File: src/rtl/pcm_dbuf_pkg.sv
package pcm_dbuf_pkg;

  // Sticky status bit: a set always wins, a clear works only when not frozen.
  function automatic logic sticky_next(input logic q, input logic set,
                                       input logic clr, input logic frz);
    return set | (q & ~(clr & ~frz));
  endfunction

  // Request bit: raised by its event, dropped by its servicing access.
  function automatic logic req_next(input logic q, input logic set, input logic clr);
    return set | (q & ~clr);
  endfunction

  // Divider: the strobe fires once the count reaches the terminal value.
  function automatic logic at_terminal(input logic [31:0] cnt, input logic [31:0] lim);
    return cnt >= lim;
  endfunction

endpackage

File: src/rtl/pcm_tick_gen.sv
module pcm_tick_gen #(
  parameter int CNT_W = 16
) (
  input  logic             clk,
  input  logic             rst_n,
  input  logic [CNT_W-1:0] tick_limit,
  output logic             tick
);
  import pcm_dbuf_pkg::*;

  logic [CNT_W-1:0] cnt_q;

  assign tick = at_terminal(32'(cnt_q), 32'(tick_limit));

  always_ff @(posedge clk or negedge rst_n) begin
    if (!rst_n)    cnt_q <= '0;
    else if (tick) cnt_q <= '0;
    else           cnt_q <= cnt_q + 1'b1;
  end


  tick_single_chk: assert property (@(posedge clk) disable iff (!rst_n)
    (tick && tick_limit != '0) |=> (!tick || tick_limit == '0));

endmodule

File: src/rtl/pcm_in_path.sv
module pcm_in_path #(
  parameter int SAMPLE_W = 16
) (
  input  logic                clk,
  input  logic                rst_n,
  input  logic                tick,
  input  logic                bus_wr_en,
  input  logic [SAMPLE_W-1:0] bus_wr_data,
  output logic [SAMPLE_W-1:0] core_in_sample,
  output logic                ovr_evt
);
  logic [SAMPLE_W-1:0] hold_q;
  logic [SAMPLE_W-1:0] work_q;
  logic                fresh_q;

  // Overrun: the strobe finds no write since the previous strobe.
  assign ovr_evt        = tick & ~fresh_q;
  assign core_in_sample = work_q;

  always_ff @(posedge clk or negedge rst_n) begin
    if (!rst_n) begin
      hold_q  <= '0;
      work_q  <= '0;
      fresh_q <= 1'b0;
    end else begin
      if (bus_wr_en) hold_q <= bus_wr_data;
      if (tick)      work_q <= hold_q;
      // A write in the strobe cycle counts toward the next period.
      if (bus_wr_en)  fresh_q <= 1'b1;
      else if (tick)  fresh_q <= 1'b0;
    end
  end


  in_stable_chk: assert property (@(posedge clk) disable iff (!rst_n)
    !tick |=> $stable(core_in_sample));


  in_reuse_chk: assert property (@(posedge clk) disable iff (!rst_n)
    ovr_evt |=> $stable(core_in_sample));

endmodule

File: src/rtl/pcm_out_path.sv
module pcm_out_path #(
  parameter int SAMPLE_W = 16
) (
  input  logic                clk,
  input  logic                rst_n,
  input  logic                tick,
  input  logic                freeze,
  input  logic [SAMPLE_W-1:0] core_out_sample,
  output logic [SAMPLE_W-1:0] bus_rd_data
);
  logic [SAMPLE_W-1:0] hold_q;
  logic                load;

  assign load        = tick & ~freeze;
  assign bus_rd_data = hold_q;

  always_ff @(posedge clk or negedge rst_n) begin
    if (!rst_n)    hold_q <= '0;
    else if (load) hold_q <= core_out_sample;
  end


  out_stable_chk: assert property (@(posedge clk) disable iff (!rst_n)
    !tick |=> $stable(bus_rd_data));


  out_frozen_chk: assert property (@(posedge clk) disable iff (!rst_n)
    (tick && freeze) |=> $stable(bus_rd_data));

endmodule

File: src/rtl/pcm_evt_ctl.sv
module pcm_evt_ctl (
  input  logic clk,
  input  logic rst_n,
  input  logic tick,
  input  logic ovr_evt,
  input  logic freeze,
  input  logic stat_rd_en,
  input  logic irq_en,
  input  logic dma_in_en,
  input  logic dma_out_en,
  input  logic bus_wr_en,
  input  logic bus_rd_en,
  output logic evt_flag,
  output logic ovr_flag,
  output logic irq,
  output logic dma_in_req,
  output logic dma_out_req
);
  import pcm_dbuf_pkg::*;

  localparam int NREQ = 2;  // channel 0: input, channel 1: output

  logic            evt_q, ovr_q;
  logic [NREQ-1:0] req_set, req_clr, req_q;

  assign req_set = {tick & dma_out_en, tick & dma_in_en};
  assign req_clr = {bus_rd_en, bus_wr_en};

  always_ff @(posedge clk or negedge rst_n) begin
    if (!rst_n) begin
      evt_q <= 1'b0;
      ovr_q <= 1'b0;
    end else begin
      evt_q <= sticky_next(evt_q, tick, stat_rd_en, freeze);
      ovr_q <= sticky_next(ovr_q, ovr_evt, stat_rd_en, freeze);
    end
  end

  for (genvar ch = 0; ch < NREQ; ch++) begin : g_req
    always_ff @(posedge clk or negedge rst_n) begin
      if (!rst_n) req_q[ch] <= 1'b0;
      else        req_q[ch] <= req_next(req_q[ch], req_set[ch], req_clr[ch]);
    end
  end

  assign evt_flag    = evt_q;
  assign ovr_flag    = ovr_q;
  assign irq         = evt_q & irq_en;
  assign dma_in_req  = req_q[0];
  assign dma_out_req = req_q[1];


  evt_set_chk: assert property (@(posedge clk) disable iff (!rst_n)
    tick |=> evt_flag);


  evt_frozen_chk: assert property (@(posedge clk) disable iff (!rst_n)
    freeze |=> !$fell(evt_flag));


  dma_in_set_chk: assert property (@(posedge clk) disable iff (!rst_n)
    (tick && dma_in_en) |=> dma_in_req);


  dma_out_set_chk: assert property (@(posedge clk) disable iff (!rst_n)
    (tick && dma_out_en) |=> dma_out_req);

endmodule

File: src/rtl/pcm_dbuf_port.sv
module pcm_dbuf_port #(
  parameter int SAMPLE_W = 16,
  parameter int CNT_W    = 16
) (
  input  logic                clk,
  input  logic                rst_n,
  input  logic [CNT_W-1:0]    tick_limit,
  input  logic                freeze,
  input  logic                irq_en,
  input  logic                dma_in_en,
  input  logic                dma_out_en,
  input  logic                bus_wr_en,
  input  logic [SAMPLE_W-1:0] bus_wr_data,
  input  logic                bus_rd_en,
  output logic [SAMPLE_W-1:0] bus_rd_data,
  input  logic                stat_rd_en,
  output logic                evt_flag,
  output logic                ovr_flag,
  output logic                irq,
  output logic                dma_in_req,
  output logic                dma_out_req,
  output logic                core_tick,
  output logic [SAMPLE_W-1:0] core_in_sample,
  input  logic [SAMPLE_W-1:0] core_out_sample
);
  // Named internal events shared by the sub-blocks and their assertions.
  logic sample_tick;
  logic overrun_evt;

  assign core_tick = sample_tick;

  pcm_tick_gen #(.CNT_W(CNT_W)) u_tick (
    .clk(clk), .rst_n(rst_n), .tick_limit(tick_limit), .tick(sample_tick)
  );

  pcm_in_path #(.SAMPLE_W(SAMPLE_W)) u_in (
    .clk(clk), .rst_n(rst_n), .tick(sample_tick),
    .bus_wr_en(bus_wr_en), .bus_wr_data(bus_wr_data),
    .core_in_sample(core_in_sample), .ovr_evt(overrun_evt)
  );

  pcm_out_path #(.SAMPLE_W(SAMPLE_W)) u_out (
    .clk(clk), .rst_n(rst_n), .tick(sample_tick), .freeze(freeze),
    .core_out_sample(core_out_sample), .bus_rd_data(bus_rd_data)
  );

  pcm_evt_ctl u_evt (
    .clk(clk), .rst_n(rst_n), .tick(sample_tick), .ovr_evt(overrun_evt),
    .freeze(freeze), .stat_rd_en(stat_rd_en), .irq_en(irq_en),
    .dma_in_en(dma_in_en), .dma_out_en(dma_out_en),
    .bus_wr_en(bus_wr_en), .bus_rd_en(bus_rd_en),
    .evt_flag(evt_flag), .ovr_flag(ovr_flag), .irq(irq),
    .dma_in_req(dma_in_req), .dma_out_req(dma_out_req)
  );


  joint_fire_chk: assert property (@(posedge clk) disable iff (!rst_n)
    (sample_tick && irq_en && dma_in_en && dma_out_en) |=>
      (evt_flag && dma_in_req && dma_out_req));

endmodule

File: config.mk
export PLATFORM = sky130hd
export DESIGN_NAME = pcm_dbuf_port
export DESIGN_NICKNAME = d
export VERILOG_FILES = /design/src/rtl/pcm_dbuf_pkg.sv /design/src/rtl/pcm_tick_gen.sv /design/src/rtl/pcm_in_path.sv /design/src/rtl/pcm_out_path.sv /design/src/rtl/pcm_evt_ctl.sv /design/src/rtl/pcm_dbuf_port.sv
export SDC_FILE = /design/constraint.sdc
export NUM_CORES = 1
export LEC_CHECK = 0
export ABC_AREA = 1
export BUFFER_PORTS_ARGS = -buffer_cell sky130_fd_sc_hd__buf_2
export CAP_MARGIN = 20
export CORE_MARGIN = 10
export CORE_UTILIZATION = 56
export CTS_CLUSTER_DIAMETER = 80
export CTS_CLUSTER_SIZE = 24
export DETAILED_ROUTE_END_ITERATION = 6
export GPL_ROUTABILITY_DRIVEN = 0
export PLACE_DENSITY_LB_ADDON = 0.15
export SLEW_MARGIN = 10
export SYNTH_ARGS = -nofsm -noshare
export SYNTH_HDL_FRONTEND = slang
export SYNTH_SLANG_ARGS = --single-unit
File: constraint.sdc
create_clock -name clk -period 3.9 [get_ports clk]
set_input_delay 0.585 -clock clk [delete_from_list [all_inputs] [get_ports clk]]
set_output_delay 0.585 -clock clk [all_outputs]
set_load 0.02 [all_outputs]
==> impl_metrics.yaml <==
synthesis:
  syn_avg_cell_area_um2: 8.50
  yosysWarnings: 0
  post-synth-top-area-cell: "dfrtp_1"
  synth_cells: 387
  syn-num-nets: 461
  synth.ff_latch_count: 69
  mappedNetlistArea_um2: 3290
  yosysTopAreaCellShare_pct: 52.5
  post_synth_main_area_contributors: "dfrtp_1 (52%), nand2_1 (17%), ha_1 (6.5%), nand3_1 (5.8%), inv_1 (3.7%)"
  netlist-cell-type-count: 28
  seq_area_frac_synth_pct: 52.5
timing:
  timing_max_transition_violations_final: 0
  finalSetupViolCount: 0
  worstMarginPinSlew_ps: 820
  finalHoldViolations: 0
  clock-skew-final_ps: 7.04
  final.period_utilization_pct: 66.8
  fmaxAchievable_ghz: 0.384
  time_the_final_worst_path_needs_with_i_o_delays_and_setup_ps: 2600
  fin_setup_tns_ps: 0
  rsz_0062_raised_after_global_routing: "no"
  maxSlewHeadroom_pct: 45.3
detailed_routing:
  route.final.wire_length_um: 7430
  top_layer_used: "met4"
  met3_length_um: 486
  vias_per_cell: 4.84
  detail_route.wl_per_cell_um: 13.3
  drcViolationCount: 0
  wirelength_met1_um: 3070
  via_count: 2696
  antenna_violating_nets_post_route: 0
  detail_route.first_pass.iterations: 4
  drtIter0Drc: 104
  met2WireLength_um: 3730
clock_tree:
  number_of_clock_sinks_seen_by_cts: 69
  holdBufCountCts: 0
  h-tree-depth: 3
  post_cts.repair.setup_buffers: 0
  cts_inserted_buffers: 9
  max_buffers_root_to_sink: 2
  clkSlewWorstSetupHoldPaths_ps: 70
  cts.repair.resized: 0
  insertion_delay_ps: 340
  cts_root_buffer: "clkbuf_8"
  tritoncts: "done"
critical_path:
  arrival_ps: 2020
  timing_worst_setup_path_type: "reg2out"
  cp_max_fo: 21
  worstPathBufferInverterCount: 2
  timing.critical_path.required_ps: 3310
  critPathLaunchType: "register"
  endpoint_kind: "output port"
  worst_path_cell_with_the_longest_stage_delay: "dfrtp_1"
  path_cells: "ha_1 > a21oi_1 > o21ai_1 > a21oi_2 > buf_4 > nand2_2 > buf_2"
  timing.critical_path.max_delay_family: "buffers and inverters"
  critical_path_max_stage_delay_ps: 440
placement:
  place_inst: 543
  place.port_buffers: 94
  dp_hpwl_um: 5510
status:
  outcome: "finished clean"
final_layout:
  postLayoutCoreUtil_pct: 71.0
  final_layout_size_suffix_gt1_share_pct: 25.4
  diodes: 0
  finalNonFillerCells: 557
  fin_nets: 556
  synthToLayoutAreaGrowth_pct: 21.0
global_route:
  grt_start_max_net_pins: 51
  first_global_vias: 2601
  globalRouteOverflowTotal: 0
  grt_antenna_before_repair: 0
  grt_first_pass_wirelength_um: 12300
  globalRouteTotalUtil_pct: 15.6
floorplanning:
  start_util_pct: 58.7
  die_w_um: 96.7
  die_area_um2: 9340
  row_count: 27
  die_y_um: 96.7
  core_region_area_um2: 5610
  pin_count: 95
power_and_ir_drop:
  netSwitchingPower_mw: 0.996
  peakVddDrop_mv: 0.415
  part_of_the_power_in_registers_pct: 42.9
  p_leak_nw: 2.29
  power_frac_comb_pct: 35.6
  power.share.switching_pct: 38.7
  cell_int_power_mw: 1.58
  power-per-cell-area_nw_per_um2: 647
  power.share.clock_pct: 21.5
job:
  timing.max_cap.violations: 0
worst_hold_path:
  timing.hold.worst.class: "in2async"
## cells by family after synthesis
kind of cell / Yosys count / synth area share, %
compound gates: 15 / 2.47
simple gates: 230 / 30.2
flops: 69 / 52.5
fa+ha+maj: 17 / 6.46
xor+xnor: 8 / 2.13
buf+inv: 48 / 6.31
## layout make-up
class,instances,area (µm²)
Clock buffer,12,145
Clock inverter,2,35.0
Fill cell,467,1630
Inverter,34,128
Multi-Input combinational cell,270,1360
Sequential cell,69,1730
Tap cell,72,90.1
Timing Repair Buffer,98,500
## stage by stage
stage	hold WS, ps	total power [mW]	instance area, µm²	worst slack, ps
after global routing	408	2.76	3980	1150
after global placement	450	2.01	3800	1250
after floorplan	289	1.70	3290	1680
after detailed placement	452	2.05	3800	1200
final	339	2.58	3980	1300
after CTS	368	2.61	3980	1290
## registers in the layout (all words and copies together), names as in the netlist
name and cells:
u_evt.dma_in_req 1, u_evt.dma_out_req 1, u_evt.evt_flag 1, u_evt.ovr_flag 1, u_in.core_in_sample 16, u_in.fresh_q 1
u_in.hold_q 16, u_out.bus_rd_data 16, u_tick.cnt_q 16
## layer usage
metal | global-route usage, % | up-vias
met3 | 5.32 | 12
met1 | 17.5 | 1219
met2 | 26.6 | 63
li1 | - | 1402
met4 | 6.09 | 0
met5 | 0 | -
## worst reg2reg max path, delay by kind of cell (launching register included)
| kind | cells | cell delay [ps] |
|---|---|---|
| DFF | 1 | 430 |
| adders and majority gates | 1 | 300 |
| buffers and inverters | 2 | 650 |
| and+or+nand+nor | 11 | 950 |
## cell usage in the layout (no fill, tap or decap), drive strengths merged
| master | netlist | final |
|---|---|---|
| nand2 | 152 | 152 |
| buf | 11 | 98 |
| dfrtp | 69 | 69 |
| nand3 | 39 | 39 |
| inv | 32 | 32 |
| nor2 | 27 | 27 |
| ha | 17 | 17 |
| clkbuf | 3 | 12 |
| a21oi | 8 | 8 |
| xor2 | 7 | 7 |
| nor3 | 6 | 6 |
| o21ai | 6 | 6 |
| nand4 | 4 | 4 |
| clkinv | 2 | 3 |
| o21a | 1 | 1 |
| nor3b | 1 | 1 |
| nor4 | 1 | 1 |
| xnor2 | 1 | 1 |
| bufinv | 0 | 1 |
## synthesized netlist by cell type, drive strengths merged
| cell | n |
|---|---|
| ha | 17 |
| o21ai | 6 |
| nor4 | 1 |
| clkinv | 2 |
| o21a | 1 |
| xor2 | 7 |
| nor2 | 27 |
| nand3 | 39 |
| nor3 | 6 |
| clkbuf | 3 |
| nor3b | 1 |
| a21oi | 8 |
| buf | 11 |
| dfrtp | 69 |
| inv | 32 |
| nand2 | 152 |
| xnor2 | 1 |
| nand4 | 4 |
## power by group through the flow
stage | combinational [mW] | clock (mW) | sequential, mW
6_report | 0.917 | 0.554 | 1.11
5_1_grt | 1.03 | 0.597 | 1.13
4_1_cts | 0.940 | 0.561 | 1.11
3_5_place_dp | 0.935 | 0 | 1.11
3_3_place_gp | 0.900 | 0 | 1.11
2_1_floorplan | 0.391 | 0 | 1.31
## worst paths after layout
kind                                                        from                          endpoint  slack [ps]  cells after the start
min in group clk                                       bus_rd_en       u_evt.dma_out_req$_DFF_PN0_         430                      2
worst min-delay path                                       rst_n        u_evt.dma_in_req$_DFF_PN0_         340                      1
max in group asynchronous                                  rst_n        u_tick.cnt_q[15]$_DFF_PN0_        2660                      2
worst max-delay path                   u_tick.cnt_q[9]$_DFF_PN0_                         core_tick        1300                      7
worst max register to register         u_tick.cnt_q[2]$_DFF_PN0_  u_out.bus_rd_data[4]$_DFFE_PN0P_        1470                     14
worst min register to register  u_out.bus_rd_data[0]$_DFFE_PN0P_  u_out.bus_rd_data[0]$_DFFE_PN0P_         470                      2
Power figures use the tool's default switching activity.
